$ cat src/rtl/cdat_mbox_pkg.sv
package cdat_mbox_pkg;

    localparam logic [15:0] VENDOR_ID  = 16'h1E98;
    localparam logic [7:0]  OBJ_TYPE   = 8'h02;
    localparam logic [7:0]  RSP_CODE   = 8'h00;
    localparam logic [7:0]  TABLE_TYPE = 8'h00;
    localparam logic [15:0] END_HANDLE = 16'hFFFF;
    localparam int unsigned HDR_DW     = 3;
    localparam int unsigned REQ_DW     = 3;

    typedef struct packed {
        logic [15:0] base_dw;
        logic [15:0] len_dw;
    } desc_t;

    function automatic int unsigned ent_bytes(int unsigned i, int unsigned lb, int unsigned ls);
        return lb + ls * i;
    endfunction

    function automatic int unsigned ent_dw(int unsigned i, int unsigned lb, int unsigned ls);
        return (ent_bytes(i, lb, ls) + 3) / 4;
    endfunction

    function automatic int unsigned ent_base_dw(int unsigned i, int unsigned lb, int unsigned ls);
        int unsigned acc;
        acc = 0;
        for (int unsigned j = 0; j < i; j++) begin
            acc = acc + ent_dw(j, lb, ls);
        end
        return acc;
    endfunction

    function automatic logic [31:0] rom_word(logic [15:0] a);
        return {8'hC3, a[7:0] ^ 8'h5A, ~a};
    endfunction

endpackage

$ cat src/rtl/cdat_req_parser.sv
module cdat_req_parser
    import cdat_mbox_pkg::*;
#(
    parameter int unsigned NUM_ENTRIES = 4
) (
    input  logic        clk,
    input  logic        rst_n,
    input  logic        busy,
    input  logic        wr_valid,
    input  logic [31:0] wr_data,
    input  logic        wr_last,
    output logic        fire,
    output logic [15:0] fire_hnd
);

    localparam logic [15:0] N16     = 16'(NUM_ENTRIES);
    localparam logic [17:0] MIN_LEN = 18'(REQ_DW);

    typedef struct packed {
        logic [1:0]  cnt;
        logic [17:0] len;
        logic [15:0] hnd;
        logic        fire;
        logic [15:0] fire_hnd;
    } state_t;

    state_t st_d, st_q;
    logic [15:0] cur_hnd;
    logic        unused_ok;

    assign unused_ok = ^{wr_data[15:0]};

    always_comb begin
        st_d      = st_q;
        st_d.fire = 1'b0;
        cur_hnd   = (st_q.cnt == 2'd2) ? wr_data[31:16] : st_q.hnd;
        if (wr_valid && !busy) begin
            if (st_q.cnt == 2'd1) st_d.len = wr_data[17:0];
            if (st_q.cnt == 2'd2) st_d.hnd = wr_data[31:16];
            if (wr_last) begin
                st_d.cnt = 2'd0;
                if (st_q.cnt >= 2'd2 && st_q.len >= MIN_LEN && cur_hnd < N16) begin
                    st_d.fire     = 1'b1;
                    st_d.fire_hnd = cur_hnd;
                end
            end else if (st_q.cnt != 2'd3) begin
                st_d.cnt = st_q.cnt + 2'd1;
            end
        end
    end

    always_ff @(posedge clk or negedge rst_n) begin
        if (!rst_n) st_q <= '0;
        else        st_q <= st_d;
    end

    assign fire     = st_q.fire;
    assign fire_hnd = st_q.fire_hnd;

endmodule

$ cat src/rtl/cdat_entry_table.sv
module cdat_entry_table
    import cdat_mbox_pkg::*;
#(
    parameter int unsigned NUM_ENTRIES = 4,
    parameter int unsigned LEN_BASE    = 6,
    parameter int unsigned LEN_STEP    = 5
) (
    input  logic [15:0] handle,
    input  logic [15:0] word_idx,
    output logic [15:0] len_dw,
    output logic [31:0] data
);

    localparam int unsigned IDX_W = (NUM_ENTRIES > 1) ? $clog2(NUM_ENTRIES) : 1;
    localparam logic [15:0] N16   = 16'(NUM_ENTRIES);

    desc_t desc [NUM_ENTRIES];
    desc_t sel;

    for (genvar i = 0; i < int'(NUM_ENTRIES); i++) begin : g_desc
        assign desc[i].base_dw = 16'(ent_base_dw(i, LEN_BASE, LEN_STEP));
        assign desc[i].len_dw  = 16'(ent_dw(i, LEN_BASE, LEN_STEP));
    end

    always_comb begin
        sel = '0;
        if (handle < N16) sel = desc[handle[IDX_W-1:0]];
    end

    assign len_dw = sel.len_dw;
    assign data   = rom_word(sel.base_dw + word_idx);

endmodule

$ cat src/rtl/cdat_rsp_gen.sv
module cdat_rsp_gen
    import cdat_mbox_pkg::*;
#(
    parameter int unsigned NUM_ENTRIES = 4
) (
    input  logic        clk,
    input  logic        rst_n,
    input  logic        fire,
    input  logic [15:0] fire_hnd,
    input  logic        rd_strobe,
    input  logic [15:0] len_dw,
    input  logic [31:0] ent_data,
    output logic [15:0] tbl_hnd,
    output logic [15:0] word_idx,
    output logic        busy,
    output logic [31:0] rd_data,
    output logic [15:0] rd_count
);

    localparam logic [15:0] LAST_H = 16'(NUM_ENTRIES - 1);
    localparam logic [15:0] HDR16  = 16'(HDR_DW);

    typedef struct packed {
        logic [15:0] count;
        logic [15:0] idx;
        logic [15:0] hnd;
    } state_t;

    state_t st_d, st_q;
    logic [15:0] total;
    logic [15:0] next_hnd;

    assign tbl_hnd  = fire ? fire_hnd : st_q.hnd;
    assign total    = HDR16 + len_dw;
    assign word_idx = st_q.idx - HDR16;
    assign next_hnd = (st_q.hnd == LAST_H) ? END_HANDLE : st_q.hnd + 16'd1;
    assign busy     = fire || (st_q.count != 16'd0);

    always_comb begin
        st_d = st_q;
        if (fire) begin
            st_d.count = st_q.count + total;
            st_d.idx   = 16'd0;
            st_d.hnd   = fire_hnd;
        end else if (rd_strobe && st_q.count != 16'd0) begin
            st_d.count = st_q.count - 16'd1;
            st_d.idx   = st_q.idx + 16'd1;
        end
    end

    always_ff @(posedge clk or negedge rst_n) begin
        if (!rst_n) st_q <= '0;
        else        st_q <= st_d;
    end

    always_comb begin
        if (st_q.count == 16'd0)  rd_data = 32'd0;
        else if (st_q.idx == 16'd0) rd_data = {8'h00, OBJ_TYPE, VENDOR_ID};
        else if (st_q.idx == 16'd1) rd_data = {16'd0, total};
        else if (st_q.idx == 16'd2) rd_data = {next_hnd, TABLE_TYPE, RSP_CODE};
        else                        rd_data = ent_data;
    end

    assign rd_count = st_q.count;

endmodule

$ cat src/rtl/cdat_mbox_responder.sv
module cdat_mbox_responder
    import cdat_mbox_pkg::*;
#(
    parameter int unsigned NUM_ENTRIES = 4,
    parameter int unsigned LEN_BASE    = 6,
    parameter int unsigned LEN_STEP    = 5
) (
    input  logic        clk,
    input  logic        rst_n,
    input  logic        wr_valid,
    input  logic [31:0] wr_data,
    input  logic        wr_last,
    input  logic        rd_strobe,
    output logic [31:0] rd_data,
    output logic [15:0] rd_count
);

    logic        fire;
    logic [15:0] fire_hnd;
    logic        busy;
    logic [15:0] tbl_hnd;
    logic [15:0] word_idx;
    logic [15:0] len_dw;
    logic [31:0] ent_data;

    cdat_req_parser #(.NUM_ENTRIES(NUM_ENTRIES)) u_parser (
        .clk(clk), .rst_n(rst_n), .busy(busy),
        .wr_valid(wr_valid), .wr_data(wr_data), .wr_last(wr_last),
        .fire(fire), .fire_hnd(fire_hnd)
    );

    cdat_entry_table #(
        .NUM_ENTRIES(NUM_ENTRIES), .LEN_BASE(LEN_BASE), .LEN_STEP(LEN_STEP)
    ) u_table (
        .handle(tbl_hnd), .word_idx(word_idx), .len_dw(len_dw), .data(ent_data)
    );

    cdat_rsp_gen #(.NUM_ENTRIES(NUM_ENTRIES)) u_rsp (
        .clk(clk), .rst_n(rst_n), .fire(fire), .fire_hnd(fire_hnd),
        .rd_strobe(rd_strobe), .len_dw(len_dw), .ent_data(ent_data),
        .tbl_hnd(tbl_hnd), .word_idx(word_idx), .busy(busy),
        .rd_data(rd_data), .rd_count(rd_count)
    );

endmodule

$ cat config.mk
export PLATFORM = sky130hd
export DESIGN_NAME = cdat_mbox_responder
export DESIGN_NICKNAME = d
export VERILOG_FILES = /design/src/rtl/cdat_mbox_pkg.sv /design/src/rtl/cdat_req_parser.sv /design/src/rtl/cdat_entry_table.sv /design/src/rtl/cdat_rsp_gen.sv /design/src/rtl/cdat_mbox_responder.sv
export SDC_FILE = /design/constraint.sdc
export NUM_CORES = 1
export LEC_CHECK = 0
export BUFFER_PORTS_ARGS = -buffer_cell sky130_fd_sc_hd__buf_2
export CAP_MARGIN = 5
export CORE_MARGIN = 2
export CORE_UTILIZATION = 64
export DETAILED_ROUTE_END_ITERATION = 16
export GPL_TIMING_DRIVEN = 0
export PLACE_DENSITY = 0.85
export SLEW_MARGIN = 25
export SYNTH_ARGS = -nofsm -noshare
export SYNTH_HDL_FRONTEND = slang
export SYNTH_HIERARCHICAL = 1
export SYNTH_SLANG_ARGS = --single-unit
$ cat constraint.sdc
create_clock -name clk -period 13.2 [get_ports clk]
set_input_delay 0 -clock clk [delete_from_list [all_inputs] [get_ports clk]]
set_output_delay 0 -clock clk [all_outputs]
set_load 0.1 [all_outputs]
# Word level (Yosys, flattened, before mapping)
# Cells that the tools add are included.
# word_totals
reg_bits,101
latch_bits,0
ram_bits,0
romBits,0
elab_cells,62
n_memories,0
# op_classes
n_addsub,8
multipliers,0
div_mod_pow,0
n_lt_le_gt_ge,5
n_eq_ne,6
n_shift,0
n_mux,18
n_bitwise,3
reduce_logical,14
# ops
op,count
$mux W32,9
$bmux W32 S2,1
$mux W17,3
$mux W16,3
$add A16 B1 Y16 const B,2
$add A16 B16 Y16,2
$eq A16 B2 Y1 const B,2
$logic_not A16 Y1,2
$lt A16 B3 Y1 const B,2
$ge A18 B2 Y1 const B,1
$add A2 B16 Y16 const A,1
$eq A16 B1 Y1 const B,1
$not A16 Y16,1
$reduce_bool A16 Y1,1
$sub A16 B1 Y16 const B,1
$sub A16 B2 Y16 const B,1
$logic_and A1 B1 Y1,4
$mux W2,2
$not A4 Y4,1
$reduce_and A2 Y1,2
$reduce_bool A2 Y1,2
$ge A3 B3 Y1 const B,1
$not A2 Y3,1
$reduce_and A3 Y1,1
other kinds (7),7

# Longest topological paths before layout
# Gate-level depths: netlist of the first run.
# depth
ltp_word,12
depth_mapped,23

# Cells and area by module
# Netlist of the first run, hierarchy kept.
# by_module_without_submodules
module,instances,cells_each,area_per_inst_um2,seq_area_each_um2
cdat_rsp_gen,1,527,4364.2,1201.2
cdat_req_parser,1,165,2257.2,1326.3
cdat_entry_table,1,92,673.1,0.0

# Least setup slack after synthesis of the first run
# Ideal clock, no wire load.
# synth_timing
kind,register to output
startpoint,"register u_parser.st_q, in the netlist u_parser/fire"
endpoint,output port rd_data[20]
arrival_ns,6.005
t_required_ns,13.200
slack_ns,7.195
stages_incl_launch_ff,17
n_path_buf,4
cell_sequence,dfrtp_1 > clkbuf_1 > buf_1 > mux2_2 > buf_4 > nor4_1 > nand4_1 > nor2_1 > ha_1 > inv_1 > fa_1 > nand2b_1 > a21oi_1 > xnor2_1 > buf_4 > nor2_1 > a311oi_1
# synth_rtl
element,line,rtl
start: declaration,cdat_req_parser.sv:27,"state_t st_d, st_q;"
start signal: assignment,cdat_req_parser.sv:54,else st_q <= st_d;
end: declaration,cdat_mbox_responder.sv:14,"output logic [31:0] rd_data,"

==> metrics, run 1 <==
antenna viol nets, final 0; n_diodes 0; # port buffers between 80 and 90; RSZ-0062 raised after global routing no; cell area after layout around 0.0086 mm^2; sequential cell area approximately 0.0025 mm^2; total CTS buffers 9; Final Hold Violating Endpoints 0; first-pass GRT wire length 32400 um; area of the multi-input gates between 0.004 and 0.005 mm^2; Die Area 0.0123 mm^2; GRT met3 Usage 0.0645; Seq/Total Area, Yosys 0.346; DRC violation count after routing 0; Crit path required time between 10 and 15 ns; reg2reg end u_rsp/rd_count[12]; Tmin final about 6 ns; fin crit share 0.452; number of synthesized flops with an enable pin 0; Worst R2R Path Depth 19; antenna violations before repair 0; DP Wirelength around 13000 um; initial drt markers 589; most frequent cells after synthesis dfrtp_1, buf_4, nor2_1; layout cells sized above 1 0.282; CP arrival slightly below 6 ns; Sequential Power Share 0.206; switching power ~1100 uW; Rel. slew slack 0.536; switching share of power 0.581; Root Driver clkbuf_16; largest net degree at the start of global routing between 60 and 70; Cell Area, Synth roughly 0.0073 mm^2; status finished clean; min-delay worst type input pin to asynchronous set/reset pin; setup violators final 0; routed wire length between 15000 and 20000 um; post-synthesis cell count roughly 780; Placeable Area 0.0110 mm^2; reg2reg start u_parser/fire; GRT Overall Usage 0.325; cell taking the most area after synthesis dfrtp_1; Clk pwr share 0.139; Detailed Routing Iterations Pass 1 5; drt wl/cell between 15 and 20 um; Worst-path clk slew about 0.070 ns; busiest grt layer met2; Initial Util 0.664; Max FO, Critical Path 10; vias in the first global route around 6800; flops & latches, synth about 100; area share of the largest cell type after synthesis 0.346; Nets 1000; Worst-Margin Slew a little under 0.7 ns; Die Wd between 100 and 150 um; Resized cells post-CTS 0; r2r setup slk around 7.3 ns; CTS H-tree lvls 3; synth-to-layout area growth 18.1%; worst vdd ir 0.426 mV; hold_ws between 0.1 and 0.15 ns; Syn Area/Cell roughly 9.3 um^2; Comb pwr share 0.654; dominant synthesized flop cell dfrtp_1; Yosys warnings 6; P per Cell Area around 220 mW/mm^2; grt met1 use 0.359; clock sink count around 100; # Post-CTS Setup Buffers 0; Fmax 0.168 GHz; CTS tree built; placed instance area approximately 0.0080 mm^2; PnR Total Power approximately 1900 uW; worst skew pair latency around 0.36 ns; Worst Setup Path Type flop to primary output; leakage power approximately 0.0041 uW; setup_tns 0 ns; Die Ht approximately 110 um; DR vias ~6500; CP Capture Type primary output; internal power 779 uW; Vias/cell a little over 6; FILL cells between 700 and 800; Clock Skew around 0.011 ns; RePlAce Congestion roughly 0.9; cts hold-fix bufs 34; ys async rst share 1.00; Max Cap Viol 0; Remaining Overflow, GRT 0; CP startpoint kind flop; Clock Path Buffers 2; Slew Viols, Final 0; met2 global-route usage 0.591; row count 38; top-level port count 85; top-count cell post-synth dfrtp_1; library cells used by synthesis 70; top cells by area, synth dfrtp_1, mux2_2, buf_4
==> logic make-up after synthesis <==
| family | share of synthesized area |
|---|---|
| flip-flops | 0.346 |
| XOR/XNOR | 0.0937 |
| other | 0.00103 |
| AO/OA/AOI/OAI | 0.105 |
| AND/OR/NAND/NOR | 0.202 |
| adder cells (fa/ha/maj) | 0.0535 |
| multiplexers | 0.0885 |
| buffers and inverters | 0.110 |
==> routing by layer <==
metal  part of all wire  up-vias
met5                  0        -
met4              0.042        0
met3              0.058       79
met2               0.52      283
met1               0.38     3166
li1                   -     2979
==> placed cells by master (no fill, tap or decap), types with 21 or more instances in the layout <==
cell type,count
dfrtp_1,101
nor3_1,24
buf_2,94
nor2_1,62
nand2_1,53
a21oi_1,32
inv_1,22
xor2_1,35
ha_1,28
buf_4,76
mux2_2,52
nand3_1,24
dlygate4sd3_1,34
conb_1,21
xnor2_1,43
nor4_1,24
==> worst max-delay path, stage by stage, from the launching register on <==
cell and delay [ns]:
dfrtp_1 0.49, clkbuf_1 0.52, buf_1 0.52, mux2_2 0.41, buf_4 0.13, nor4_1 0.36, nand4_1 0.30, nor2_1 0.44
ha_1 0.28, inv_1 0.06, fa_1 0.40, nand2b_1 0.20, a21oi_1 0.25, and3_1 0.23, xnor2_1 0.23, buf_4 0.18
o21ai_0 0.07, nor2_1 0.09, buf_2 0.43
==> per-stage QoR <==
stage	utilization	instances	setup slack (ns)
global placement	0.725	1027	7.60
detailed placement	0.728	1028	7.41
floorplan	-	803	7.19
CTS	0.785	1077	7.36
finish	0.785	1077	7.23
global route	0.785	1077	6.97
==> worst max-delay path by stage <==
stage                   from                 end  slack [ns]  cells after the start
2_1_floorplan  u_parser/fire         rd_data[20]        7.19                     16
3_3_place_gp   u_parser/fire  u_rsp/rd_count[12]        7.60                     19
3_5_place_dp   u_parser/fire  u_rsp/rd_count[12]        7.41                     19
4_1_cts        u_parser/fire         rd_data[20]        7.36                     17
5_1_grt        u_parser/fire         rd_data[10]        6.97                     17
6_report       u_parser/fire         rd_data[22]        7.23                     18
==> power groups by stage <==
| stage | registers [uW] | logic, uW | clock network [uW] |
|---|---|---|---|
| detailed placement | 388 | 1190 | 0 |
| CTS | 383 | 1200 | 262 |
| global route | 388 | 1270 | 275 |
| finish | 384 | 1220 | 259 |
| floorplan | 376 | 1010 | 0 |
| global placement | 385 | 1170 | 0 |
==> flip-flops by register name (all words and copies together) (netlist names) <==
register           flops
u_parser/st_q         36
u_rsp/st_q            32
u_parser/fire_hnd     16
u_parser/fire          1
u_rsp/rd_count        16
==> layout make-up <==
type,instances,area share
Multi-Input combinational cell,575,0.469
Inverter,23,0.0100
Buffer,104,0.0828
Sequential cell,101,0.293
Timing Repair Buffer,119,0.0922
Clock buffer,10,0.0277
Tap cell,140,0.0203
Clock inverter,5,0.00508
Note: power is estimated with default switching activity, not from simulation.
==> run 2: changes to the inputs <==
CORE_UTILIZATION = 54   (was 64)
PLACE_DENSITY = 0.77   (was 0.85)
clock period = 4.88 ns   (was 13.2 ns; I/O delays follow)
==> metrics, run 2 (same netlist as run 1, synthesis figures left out) <==
max FFs per register 36 (unchanged); P per Cell Area 577 mW/mm^2 (+170%); leakage power 0.00418 uW (+1.1%); GRT met3 Usage 0.0373 (-0.0273); grt met1 use 0.317 (-0.0420); n_diodes 0 (unchanged); Clock Skew 0.00852 ns (-0.00249 ns); final core utilization 0.663 (-0.121); most common cell after layout, fill and taps aside dfrtp_1; Nets 1003 (+0.30%); Worst-path clk slew 0.08 ns (about the same); Die Area 0.0145 mm^2 (+18%); Worst-Margin Slew 0.705 ns (+0.0159 ns); Initial Util 0.551 (-0.113); GRT Overall Usage 0.245 (-0.0803); Rel. slew slack 0.525 (-0.0107); Worst Setup Path Type flop to flop; Max Cap Viol 0 (unchanged); worst vdd ir 0.696 mV (+63%); met2 global-route usage 0.422 (-0.169); Tmin final approximately 4.7 ns; top-level port count 85 (unchanged); Final Hold Violating Endpoints 0 (unchanged); routed wire length 17300 um (-12%); layout cells sized above 1 0.304 (+0.0222); fin worst setup slack 0.192 ns (-7.04 ns); busiest grt layer met2; CP startpoint kind flop; Max FO, Critical Path 10 (unchanged); Placeable Area 0.0132 mm^2 (+21%); Crit path required time 5.17 ns (-8.03 ns); row count 42 (+11%); DRC violation count after routing 0 (unchanged); top flop regs u_parser/st_q x36, u_rsp/st_q x32; DR vias 6102 (-6.2%); status finished clean; RePlAce Congestion 0.908 (-1.4%); DP Wirelength 12600 um (-5.7%); fin crit share 0.961; synth-to-layout area growth 20.4%; Post-Place Worst Slack -0.737 ns (-8.15 ns); CP arrival 4.98 ns (-0.99 ns); CTS tree built; Vias/cell 5.46 (-9.6%); Root Driver clkbuf_16; clock sink count 101 (unchanged); first-pass GRT wire length 28100 um (-13%); drt wl/cell 15.5 um (-16%); placed instance area 0.00810 mm^2 (+1.3%); Fmax roughly 0.21 GHz; CP Capture Type flop; min-delay worst type input pin to flop; Detailed Routing Iterations Pass 1 5 (unchanged); Remaining Overflow, GRT 0 (unchanged); Slew Viols, Final 0 (unchanged); largest net degree at the start of global routing 58 (-15%); total CTS buffers 9 (unchanged); cell area after layout 0.00879 mm^2 (+1.9%); highest-count cells in the layout ignoring fill and taps dfrtp_1, buf_2, buf_4; worst skew pair latency 0.36 ns (about the same); CTS H-tree lvls 3 (unchanged); vias in the first global route 5757 (-15%); Die Wd 120 um (+8.5%); Most flops, register u_parser/st_q; setup violators final 0 (unchanged); # port buffers 84 (unchanged); Die Ht 120 um (+8.5%); Clock Path Buffers 2 (unchanged); initial drt markers 377 (-36%); antenna violations before repair 0 (unchanged); antenna viol nets, final 0 (unchanged)
run 2: final cells by class:
| type | instances | area [um^2] |
|---|---|---|
| Multi-Input combinational cell | 575 | 4120 |
| Buffer | 103 | 713 |
| Inverter | 23 | 86.3 |
| Sequential cell | 101 | 2530 |
| Clock inverter | 7 | 65.1 |
| Clock buffer | 9 | 225 |
| Fill cell | 1126 | 4460 |
| Timing Repair Buffer | 123 | 827 |
| Tap cell | 176 | 220 |
run 2: routing by layer:
layer,part of all wire,vias up,wire length (um)
met5,0,-,0
met1,0.44,2902,7630
li1,-,3002,-
met4,0.022,0,375
met2,0.49,169,8460
met3,0.049,29,850
run 2: power by group:
part | leakage, uW | internal, uW | switching, uW
registers | 0.00135 | 927 | 107
logic | 0.00269 | 864 | 2460
clock network | 0.000140 | 358 | 350
run 2: critical path, cell delays in order (launching register included):
cell and delay [ns]:
dfrtp_2 0.40, buf_4 0.20, mux2_2 0.36, buf_4 0.13, nor4_1 0.28, nand4_1 0.29, or3_4 0.43, inv_2 0.12
inv_1 0.06, ha_1 0.24, xor2_2 0.19, nand2_1 0.10, ha_1 0.36, a21oi_2 0.19, o211a_1 0.23, o21ai_1 0.12
o41a_1 0.38, or4b_1 0.47, nand3_1 0.09
run 2: final timing paths:
check                                startpoint                    to  slack [ns]  cells after the start
max                               u_parser/fire    u_rsp/rd_count[12]        0.19                     18
min                                    wr_valid     u_parser/st_q[51]        0.03                      4
max reg2reg                       u_parser/fire    u_rsp/rd_count[12]        0.19                     18
min reg2reg                u_parser/fire_hnd[5]  u_parser/fire_hnd[5]        0.49                      1
max in group asynchronous                 rst_n        u_rsp/st_q[17]        4.12                      3
min in group asynchronous                 rst_n    u_rsp/rd_count[10]        0.13                      2
run 2: per-stage QoR:
step                std cells  setup TNS, ns  hold WS [ns]  total power (uW)
floorplan                 803         -0.180        -0.296              3790
global placement         1063          -6.36         0.231              4270
detailed placement       1064          -5.43       -0.0512              4300
CTS                      1114              0        0.0172              5040
global route             1117        -0.0124        0.0759              5310
finish                   1117              0        0.0273              5070
run 2: repair_timing:
action,CTS,global route
gates cloned,0,0
setup endpoints to repair,31,10
endpoints found under the hold margin,137,0
buffers inserted,1,3
pin swaps,1,2
hold buffers,34,0
resized for setup,2,9
